File: config.mk
export PLATFORM = sky130hd
export DESIGN_NAME = enc8b10b_multi
export DESIGN_NICKNAME = d
export VERILOG_FILES = /design/src/rtl/enc8b10b_pkg.sv /design/src/rtl/enc_byte_lane.sv /design/src/rtl/enc_lane_chain.sv /design/src/rtl/enc8b10b_multi.sv
export SDC_FILE = /design/constraint.sdc
export NUM_CORES = 1
export LEC_CHECK = 0
export CORE_ASPECT_RATIO = 0.75
export CORE_MARGIN = 3
export CORE_UTILIZATION = 50
export DETAILED_ROUTE_END_ITERATION = 12
export HOLD_SLACK_MARGIN = 0.1
export PLACE_DENSITY = 0.72
export SLEW_MARGIN = 30
export SYNTH_ARGS = -nofsm -noshare
export SYNTH_HDL_FRONTEND = slang
export SYNTH_SLANG_ARGS = --single-unit
File: constraint.sdc
create_clock -name clk -period 38.5 [get_ports clk]
set_input_delay 5.775 -clock clk [delete_from_list [all_inputs] [get_ports clk]]
set_output_delay 5.775 -clock clk [all_outputs]
set_load 0.01 [all_outputs]
File: src/rtl/enc8b10b_pkg.sv
package enc8b10b_pkg;

  localparam int BYTE_W = 8;
  localparam int CODE_W = 10;
  localparam int SUB6_W = 6;
  localparam int SUB4_W = 4;

  typedef enum logic [1:0] {
    WM_ONE     = 2'b00,
    WM_TWO     = 2'b01,
    WM_FOUR    = 2'b10,
    WM_ONE_ALT = 2'b11
  } width_mode_e;

  // number of byte lanes a width selection activates
  function automatic int lanes_for_mode(logic [1:0] m);
    case (width_mode_e'(m))
      WM_TWO:  return 2;
      WM_FOUR: return 4;
      default: return 1;
    endcase
  endfunction

  // 5b -> 6b base form (abcdei), negative-disparity variant
  function automatic logic [5:0] six_base(logic [4:0] x);
    case (x)
      5'd0:  return 6'b100111;  5'd1:  return 6'b011101;
      5'd2:  return 6'b101101;  5'd3:  return 6'b110001;
      5'd4:  return 6'b110101;  5'd5:  return 6'b101001;
      5'd6:  return 6'b011001;  5'd7:  return 6'b111000;
      5'd8:  return 6'b111001;  5'd9:  return 6'b100101;
      5'd10: return 6'b010101;  5'd11: return 6'b110100;
      5'd12: return 6'b001101;  5'd13: return 6'b101100;
      5'd14: return 6'b011100;  5'd15: return 6'b010111;
      5'd16: return 6'b011011;  5'd17: return 6'b100011;
      5'd18: return 6'b010011;  5'd19: return 6'b110010;
      5'd20: return 6'b001011;  5'd21: return 6'b101010;
      5'd22: return 6'b011010;  5'd23: return 6'b111010;
      5'd24: return 6'b110011;  5'd25: return 6'b100110;
      5'd26: return 6'b010110;  5'd27: return 6'b110110;
      5'd28: return 6'b001110;  5'd29: return 6'b101110;
      5'd30: return 6'b011110;  default: return 6'b101011;
    endcase
  endfunction

  // 3b -> 4b base form (fghj), negative-disparity variant
  function automatic logic [3:0] four_base(logic [2:0] y, logic alt);
    case (y)
      3'd0: return 4'b1011;
      3'd1: return 4'b1001;
      3'd2: return 4'b0101;
      3'd3: return 4'b1100;
      3'd4: return 4'b1101;
      3'd5: return 4'b1010;
      3'd6: return 4'b0110;
      default: return alt ? 4'b0111 : 4'b1110;
    endcase
  endfunction

  function automatic logic flip6(logic [5:0] c);
    return ($countones(c) != 3) || (c == 6'b111000);
  endfunction

  function automatic logic flip4(logic [3:0] c);
    return ($countones(c) != 2) || (c == 4'b1100);
  endfunction

  // disparity left behind by a sub-block (1 = positive)
  function automatic logic rd_after6(logic rd, logic [5:0] c);
    int n;
    n = $countones(c);
    if (n > 3) return 1'b1;
    if (n < 3) return 1'b0;
    if (c == 6'b000111) return 1'b1;
    if (c == 6'b111000) return 1'b0;
    return rd;
  endfunction

  function automatic logic rd_after4(logic rd, logic [3:0] c);
    int n;
    n = $countones(c);
    if (n > 2) return 1'b1;
    if (n < 2) return 1'b0;
    if (c == 4'b0011) return 1'b1;
    if (c == 4'b1100) return 1'b0;
    return rd;
  endfunction

  // alternate x.7 code needed to avoid a run of five
  function automatic logic alt7_needed(logic rd_mid, logic [4:0] x);
    if (!rd_mid) return (x == 5'd17) || (x == 5'd18) || (x == 5'd20);
    return (x == 5'd11) || (x == 5'd13) || (x == 5'd14);
  endfunction

  function automatic logic k_allowed(logic [7:0] b);
    if (b[4:0] == 5'd28) return 1'b1;
    return (b[7:5] == 3'd7) &&
           ((b[4:0] == 5'd23) || (b[4:0] == 5'd27) ||
            (b[4:0] == 5'd29) || (b[4:0] == 5'd30));
  endfunction

endpackage

File: src/rtl/enc_byte_lane.sv
module enc_byte_lane
  import enc8b10b_pkg::*;
(
  input  logic              rd_in,
  input  logic [BYTE_W-1:0] byte_in,
  input  logic              ctrl_in,
  output logic [CODE_W-1:0] code_out,
  output logic              rd_out,
  output logic              kerr_out
);

  logic [4:0]        grp5;
  logic [2:0]        grp3;
  logic              k_ok;
  logic              k28;
  logic [SUB6_W-1:0] base6, sub6;
  logic              rd_mid;
  logic              use_alt;
  logic [SUB4_W-1:0] base4, pos4, sub4;

  assign grp5     = byte_in[4:0];
  assign grp3     = byte_in[7:5];
  assign k_ok     = ctrl_in && k_allowed(byte_in);
  assign k28      = k_ok && (grp5 == 5'd28);
  assign kerr_out = ctrl_in && !k_ok;

  always_comb begin
    base6   = k28 ? 6'b001111 : six_base(grp5);
    sub6    = (rd_in && flip6(base6)) ? ~base6 : base6;
    rd_mid  = rd_after6(rd_in, sub6);
    use_alt = (grp3 == 3'd7) && (k_ok || alt7_needed(rd_mid, grp5));
    base4   = four_base(grp3, use_alt);
    pos4    = flip4(base4) ? ~base4 : base4;
    if (k28)
      sub4 = rd_mid ? pos4 : ~pos4;
    else
      sub4 = rd_mid ? pos4 : base4;
    rd_out   = rd_after4(rd_mid, sub4);
    code_out = {sub6, sub4};
  end

endmodule

File: src/rtl/enc_lane_chain.sv
module enc_lane_chain
  import enc8b10b_pkg::*;
#(
  parameter int LANES = 4
) (
  input  logic                     rd_start,
  input  logic [LANES*BYTE_W-1:0]  data_in,
  input  logic [LANES-1:0]         ctrl_in,
  output logic [LANES*CODE_W-1:0]  code_out,
  output logic [LANES-1:0]         lane_rd_in,
  output logic [LANES-1:0]         lane_rd_out,
  output logic [LANES-1:0]         kerr_out
);

  for (genvar g = 0; g < LANES; g++) begin : g_lane
    if (g == 0) begin : g_head
      assign lane_rd_in[g] = rd_start;
    end else begin : g_link
      assign lane_rd_in[g] = lane_rd_out[g-1];
    end

    enc_byte_lane u_lane (
      .rd_in    (lane_rd_in[g]),
      .byte_in  (data_in[g*BYTE_W +: BYTE_W]),
      .ctrl_in  (ctrl_in[g]),
      .code_out (code_out[g*CODE_W +: CODE_W]),
      .rd_out   (lane_rd_out[g]),
      .kerr_out (kerr_out[g])
    );
  end

endmodule

File: src/rtl/enc8b10b_multi.sv
module enc8b10b_multi
  import enc8b10b_pkg::*;
#(
  parameter int LANES = 4,
  localparam int DATA_W = LANES * BYTE_W,
  localparam int CODE_TOTAL = LANES * CODE_W
) (
  input  logic                  clk,
  input  logic                  rst_n,
  input  logic                  in_valid,
  input  logic [1:0]            in_mode,
  input  logic [DATA_W-1:0]     in_data,
  input  logic [LANES-1:0]      in_ctrl,
  output logic                  out_valid,
  output logic [CODE_TOTAL-1:0] out_code,
  output logic [LANES-1:0]      out_kerr
);

  logic                  rd_q;
  logic                  rd_next;
  logic [LANES-1:0]      lane_en;
  logic [CODE_TOTAL-1:0] chain_code;
  logic [CODE_TOTAL-1:0] code_gated;
  logic [LANES-1:0]      lane_rd_in;
  logic [LANES-1:0]      lane_rd_out;
  logic [LANES-1:0]      lane_kerr;

  enc_lane_chain #(.LANES(LANES)) u_chain (
    .rd_start    (rd_q),
    .data_in     (in_data),
    .ctrl_in     (in_ctrl),
    .code_out    (chain_code),
    .lane_rd_in  (lane_rd_in),
    .lane_rd_out (lane_rd_out),
    .kerr_out    (lane_kerr)
  );

  always_comb begin
    rd_next = rd_q;
    for (int i = 0; i < LANES; i++) begin
      lane_en[i] = (i < lanes_for_mode(in_mode));
      code_gated[i*CODE_W +: CODE_W] = lane_en[i] ? chain_code[i*CODE_W +: CODE_W] : '0;
      if (lane_en[i]) rd_next = lane_rd_out[i];
    end
  end

  always_ff @(posedge clk) begin
    if (!rst_n) begin
      rd_q      <= 1'b0;
      out_valid <= 1'b0;
      out_code  <= '0;
      out_kerr  <= '0;
    end else begin
      out_valid <= in_valid;
      if (in_valid) begin
        rd_q     <= rd_next;
        out_code <= code_gated;
        out_kerr <= lane_kerr & lane_en;
      end
    end
  end


  valid_pipe_chk: assert property (@(posedge clk) disable iff (!rst_n)
    in_valid |=> out_valid);


  idle_pipe_chk: assert property (@(posedge clk) disable iff (!rst_n)
    !in_valid |=> !out_valid);


  rd_hold_chk: assert property (@(posedge clk) disable iff (!rst_n)
    !in_valid |=> $stable(rd_q));


  kerr_clean_chk: assert property (@(posedge clk) disable iff (!rst_n)
    (in_valid && (in_ctrl == '0)) |=> (out_kerr == '0));

  if (LANES > 1) begin : g_narrow_chk

    narrow_zero_chk: assert property (@(posedge clk) disable iff (!rst_n)
      (in_valid && (lanes_for_mode(in_mode) == 1)) |=>
        (out_code[CODE_TOTAL-1:CODE_W] == '0));
  end

  for (genvar g = 0; g < LANES; g++) begin : g_lane_chk

    lane_weight_chk: assert property (@(posedge clk) disable iff (!rst_n)
      (in_valid && lane_en[g]) |->
        (($countones(chain_code[g*CODE_W +: CODE_W]) >= 4) &&
         ($countones(chain_code[g*CODE_W +: CODE_W]) <= 6)));


    sub6_weight_chk: assert property (@(posedge clk) disable iff (!rst_n)
      (in_valid && lane_en[g]) |->
        (($countones(chain_code[g*CODE_W+SUB4_W +: SUB6_W]) >= 2) &&
         ($countones(chain_code[g*CODE_W+SUB4_W +: SUB6_W]) <= 4)));


    neg_start_chk: assert property (@(posedge clk) disable iff (!rst_n)
      (in_valid && lane_en[g] && !lane_rd_in[g]) |->
        ($countones(chain_code[g*CODE_W +: CODE_W]) >= 5));


    pos_start_chk: assert property (@(posedge clk) disable iff (!rst_n)
      (in_valid && lane_en[g] && lane_rd_in[g]) |->
        ($countones(chain_code[g*CODE_W +: CODE_W]) <= 5));
  end

endmodule

# Word level (Yosys, flattened, before mapping)
# Memories as Yosys holds them, arrays and structs flattened.
# Index checks and enable logic that the tools add are counted.
dict set report totals {
  output_inout_bits 45
  reg_bits 46
  romBits 768
  mem_count 4
  wordCells 486
  input_bits 41
}
# memory words width rd rd_ports_with_merged_regs wr line
set memory_table {}
lappend memory_table {{(name not given)} 32 6 1 0 0 enc8b10b_pkg.sv:26} ;# case (x)
lappend memory_table {{(name not given)} 32 6 1 0 0 enc8b10b_pkg.sv:26}
lappend memory_table {{(name not given)} 32 6 1 0 0 enc8b10b_pkg.sv:26}
lappend memory_table {{(name not given)} 32 6 1 0 0 enc8b10b_pkg.sv:26}
dict set report op_classes {
  add_sub_neg 64
  order_cmp 20
  eq_ne 106
  bitwise_logic 13
  n_mux 201
  reduce_logical 74
}
# cell n
set ops {}
lappend ops {{two-way mux 1 bit} 164}
lappend ops {{equality test 5 bit (second input constant)} 32}
lappend ops {{case mux 4 bit (7 select lines)} 4}
lappend ops {{adder 1 x 1 -> 2 bit} 40}
lappend ops {{two-way mux 4 bit} 20}
lappend ops {{less-than comparator 3 x 32 -> 1 bit (first input constant)} 2}
lappend ops {{equality test 5 x 4 -> 1 bit (second input constant)} 12}
lappend ops {{adder 2 x 2 -> 3 bit} 16}
lappend ops {{equality test 3 bit (second input constant)} 16}
lappend ops {{equality test 6 bit (second input constant)} 8}
lappend ops {{two-way mux 6 bit} 8}
lappend ops {{logical OR 1 bit} 40}
lappend ops {{two-way mux 10 bit} 4}
lappend ops {{adder 3 x 2 -> 4 bit} 8}
lappend ops {{equality test 4 bit (second input constant)} 8}
lappend ops {{less-than comparator 1 x 32 -> 1 bit (first input constant)} 1}
lappend ops {{less-than comparator 2 x 32 -> 1 bit (first input constant)} 1}
lappend ops {{NOT 4 bit} 8}
lappend ops {{equality test 3 x 2 -> 1 bit (second input constant)} 8}
lappend ops {{equality test 6 x 3 -> 1 bit (second input constant)} 4}
lappend ops {{logical AND 1 bit} 24}
lappend ops {{NOT 6 bit} 4}
lappend ops {{equality test 4 x 2 -> 1 bit (second input constant)} 4}
lappend ops {{> comparator 4 x 2 -> 1 bit (second input constant)} 4}
lappend ops {{14 further kinds} 38}

# Logic depth before layout (Yosys ltp)
dict set report logic_depth {
  ltp_word 191
  depth_mapped 150
  mapped_depth_nobuf 148
}

# Hierarchy
# From an unflattened synthesis, not the netlist that was laid out.
dict set report hier_totals {
  cells_unflattened 962
  hier_area_um2 8056.5
}
# module cells_per_inst seq_area_each_um2 instances area_per_inst_um2
set modules_own_cells {}
lappend modules_own_cells {enc8b10b_multi 195 920.9 1 1950.6}
lappend modules_own_cells {{enc_byte_lane at u_chain.g_lane[1].u_lane} 209 0.0 1 1714.1}
lappend modules_own_cells {{enc_byte_lane at u_chain.g_lane[2].u_lane} 187 0.0 1 1510.2}
lappend modules_own_cells {{enc_byte_lane at u_chain.g_lane[3].u_lane} 183 0.0 1 1461.4}
lappend modules_own_cells {{enc_byte_lane at u_chain.g_lane[0].u_lane} 184 0.0 1 1390.1}
lappend modules_own_cells {enc_lane_chain 4 0.0 1 30.0}

# Worst setup path after synthesis
# No wires, ideal clock.
dict set report synth_path {
  path_type {input-to-reg}
  startpoint {input in_data[0]}
  endpoint {register rd_q}
  arrival_ps 35977
  slack_ps 2407
  required_time_ps 38384
  cell_stages 144
  setup_ps 116
  n_path_buf 2
  cell_sequence {inv_1 ha_1 nand2b_1 a21o_1 a31oi_2 nand2_1 fa_1 inv_1 fa_1 inv_1 ha_1 inv_1 fa_1 nand3b_1 nand2_1 o21ai_0 a31oi_1 inv_1 [108 not listed] ha_1 xnor2_1 ha_1 ha_1 nor2_1 nand2_1 nor2_1 o21ai_0 mux2i_1 a31oi_4 xor2_2 fa_1 ha_1 ha_1 nor4b_1 o311a_1 a21boi_0 o211a_1}
}
dict set report synth_via {
  elab_chain_len 159
  word_cells_on_any_way 314
  cone_classes {add/sub (49); order compare (16); eq/ne (37); mux (175); bitwise (9); reduce/logical (27); memory (1)}
}
# item line
set synth_rtl {}
lappend synth_rtl {{start, declared} enc8b10b_multi.sv:12} ;# input logic [DATA_W-1:0] in_data,
lappend synth_rtl {{equality test 5 bit} enc8b10b_pkg.sv:98} ;# ((b[4:0] == 5'd23) || (b[4:0] == 5'd27) ||
lappend synth_rtl {{logical OR 1 bit (2 in series)} enc8b10b_pkg.sv:98}
lappend synth_rtl {{logical OR 1 bit} enc8b10b_pkg.sv:99} ;# (b[4:0] == 5'd29) || (b[4:0] == 5'd30));
lappend synth_rtl {{logical AND 1 bit} enc8b10b_pkg.sv:97} ;# return (b[7:5] == 3'd7) &&
lappend synth_rtl {{two-way mux 1 bit} enc8b10b_pkg.sv:97}
lappend synth_rtl {{logical AND 1 bit} enc_byte_lane.sv:23} ;# assign k_ok = ctrl_in && k_allowed(byte_in);
lappend synth_rtl {{logical AND 1 bit} enc_byte_lane.sv:24} ;# assign k28 = k_ok && (grp5 == 5'd28);
lappend synth_rtl {{two-way mux 6 bit} enc_byte_lane.sv:28} ;# base6 = k28 ? 6'b001111 : six_base(grp5);
lappend synth_rtl {{[142 not listed]} n/a}
lappend synth_rtl {{two-way mux 1 bit} enc8b10b_pkg.sv:83} ;# if (n < 2) return 1'b0;
lappend synth_rtl {{two-way mux 1 bit} enc8b10b_pkg.sv:84} ;# if (c == 4'b0011) return 1'b1;
lappend synth_rtl {{two-way mux 1 bit} enc8b10b_pkg.sv:85} ;# if (c == 4'b1100) return 1'b0;
lappend synth_rtl {{two-way mux 1 bit} enc8b10b_pkg.sv:86} ;# return rd;
lappend synth_rtl {{two-way mux 1 bit} enc8b10b_pkg.sv:85}
lappend synth_rtl {{two-way mux 1 bit} enc8b10b_pkg.sv:84}
lappend synth_rtl {{two-way mux 1 bit} enc8b10b_pkg.sv:83}
lappend synth_rtl {{two-way mux 1 bit (*)} enc8b10b_multi.sv:43} ;# if (lane_en[i]) rd_next = lane_rd_out[i];
lappend synth_rtl {{end signal, assigned} enc8b10b_multi.sv:56} ;# rd_q <= rd_next;
lappend synth_rtl {{end, declared} enc8b10b_multi.sv:19} ;# logic rd_q;
# Mark *: on every way between the ends. The rest lies on a longest branch, timed or not. The select of a mux whose other input is x is not followed.
# A chain may end at the register's enable or synchronous reset.

# Final worst setup path
dict set report layout_path {
  startpoint {input in_data[1]}
  endpoint {register rd_q}
}
# Same word-level chain as after synthesis.

==> metrics.md <==
| Metric | Value |
|---|---|
| DRC | `0` |
| Clock latency on the worst-skew pair | `about 0.30 ns` |
| Setup crit end kind | `flop` |
| Clk_skew | `0.00332 ns` |
| Setup Viol. Count Final | `0` |
| Root buf cell | `clkbuf_16` |
| DR WL/cell | `15.6 microns` |
| Total die area | `~0.015 sq mm` |
| F_max | `27.1 MHz` |
| Slew headroom | `36.2%` |
| Top cells by area, synth | `ha_1 (14%), dfxtp_1 (13%), fa_1 (7.7%)` |
| Placer congestion estimate | `0.941` |
| Post-synth ARST share | `0%` |
| Crit share post-route | `96.0%` |
| Yosys top cell area share | `between 10 and 15%` |
| Post-synthesis cell type count | `92` |
| GRT overflow | `0` |
| Post-Synthesis Cells | `about 900` |
| Yosys warnings | `0` |
| Register bit total from synthesis | `46` |
| Final Hold Viols | `0` |
| Dpl cell area | `0.00795 sq mm` |
| EDFF count, synth | `0` |
| Synth Flop Type | `dfxtp_1` |
| Required time worst endpoint | `approximately 39 ns` |
| Synth area leader | `ha_1` |
| Max cap viols | `0` |
| Nets | `1115` |
| Clock sinks | `46` |
| First-pass GRT wire length | `28900 microns` |
| Layout cell share with drive strength beyond 1 | `7.85%` |
| Mapped Nets | `1046` |
| DRT iter0 DRCs | `411` |
| Worst path max stage delay | `between 0.5 and 0.6 ns` |
| Synth top cells by count | `inv_1 (87), ha_1 (80), nand2_1 (74), nor2_1 (52), a21oi_1 (48)` |
| Util after Layout | `a little over three fifths` |
| DR vias/cell | `5.78` |
| Clock Tree Buf Depth | `2` |
| Setup CP Type | `in -> reg` |
| Sequential area share after synthesis | `between 10% and 20%` |
| Post-layout min period | `36.97 ns` |
| Post-synthesis cell area | `0.00700 sq mm` |
| Status | `finished, final reports clean` |
| Vias in the first global route | `5899` |
| Type of origin of the critical path | `primary input` |
| Slowest cell on the critical path | `fa_1` |
| Initial antenna violation count | `0` |
| Hold_buf cts | `0` |
| Vias | `6579` |
| Port bufs | `85` |
| Diodes inserted | `0` |
| Crit path buffers/inverters | `27` |
| Area Growth Syn to Fin | `19.0%` |
| Largest net degree at the start of global routing | `48` |
| Worst Max-Slew Pin Slew | `between 0.9 and 1 ns` |
| CTS Buf Count | `5` |
| H-tree depth | `2` |
| Top-Level Pins | `86` |
| CP top delay family | `adder cells` |
| Worst EP arrival | `between 30 and 40 ns` |
| Most frequent cell after synthesis | `inv_1` |
| Max FO, Critical Path | `8` |
| Global router's overall resource usage | `22.3%` |
| Die Wd | `143 microns` |
| Clock transition at path regs | `approximately 0.07 ns` |
| Die height | `109 microns` |
| Placed insts | `1123` |
| Final WL | `17800 microns` |
| Most common cell on crit path | `ha_1` |
| Final Slew Violations | `0` |
| Post-route cell area | `0.00833 sq mm` |
| CTS tree | `done` |
| Final ANT Viol Nets | `0` |
| Rows | `36` |
| Drt pass-1 iters | `5` |
| Hold Crit Class | `reg -> reg` |
| Core area | `0.0133 sq mm` |
| Initial Utilization | `52.5%` |
| Post-DP HPWL | `13300 microns` |
| Layout Cells excl Fill | `1139` |
| Synthesized area per cell | `7.80 sq um` |
[stage by stage]
stage / hold slack, ns / setup WS, ns / TNS [ns]
2_1_floorplan: 0.485 / 2.41 / 0
3_3_place_gp: 0.470 / 0.156 / 0
3_5_place_dp: 0.461 / -0.354 / -0.354
4_1_cts: 0.474 / 0.141 / 0
5_1_grt: 0.490 / -0.206 / -0.206
6_report: 0.473 / 1.53 / 0
[path summary, 6_finish.rpt]
path | start | end | depth (start not counted) | slack, ns
worst max-delay path | in_data[1] | rd_q | 148 | 1.53
worst min-delay path | out_code[26] | out_code[26] | 2 | 0.47
worst max register to register | rd_q | rd_q | 134 | 9.67
worst min register to register | out_code[26] | out_code[26] | 2 | 0.47
[layout make-up]
type	instances	area (sq um)
clock inverters	3	43.8
clock buffers	5	125
well taps	171	214
flip-flops and latches	46	921
multi-input cells	725	5730
repair buffers	100	961
inverters	89	339
fillers	1166	5000
[cells by family after synthesis]
group,Yosys count,synth area share (%)
simple gates,306,22.8
xor+xnor,39,5.09
buf+inv,127,7.25
mux,24,3.98
compound gates,248,25.5
fa+ha+maj,108,22.2
flops,46,13.1
[flip-flops by register name (all words and copies together) (netlist names)]
register,flops
out_code,40
out_kerr,4
rd_q,1
out_valid,1
[cell usage in the layout (no fill, tap or decap), drive strengths merged, types with 20 or more instances in the layout]
cell type	n
a21oi	48
clkdlybuf4s50	80
dfxtp	46
fa	27
ha	80
inv	89
mux2i	20
nand2	74
nand3	32
nor2	52
nor2b	43
o21ai	47
xnor2	27
[tightest hold or removal path: stages, from the launching register on]
cell      delay, ns
dfxtp_1        0.31
nand2_1        0.05
a21boi_0       0.06
[layer usage]
layer | vias up | GRT usage, % | routed length (microns)
li1 | 3327 | - | -
met1 | 3068 | 35.6 | 9270
met2 | 171 | 32.8 | 7410
met5 | - | 0 | 0
met4 | 0 | 1.70 | 109
met3 | 13 | 3.09 | 968
[repair_timing]
item                                    in CTS  in global routing
gates resized for setup                      2                 37
buffers inserted                             0                  8
pin swaps                                    0                  6
endpoints found under the setup margin       1                  4
Power is not shown: default switching activity piles up to over one toggle a cycle in this logic, so the estimate is an artifact.
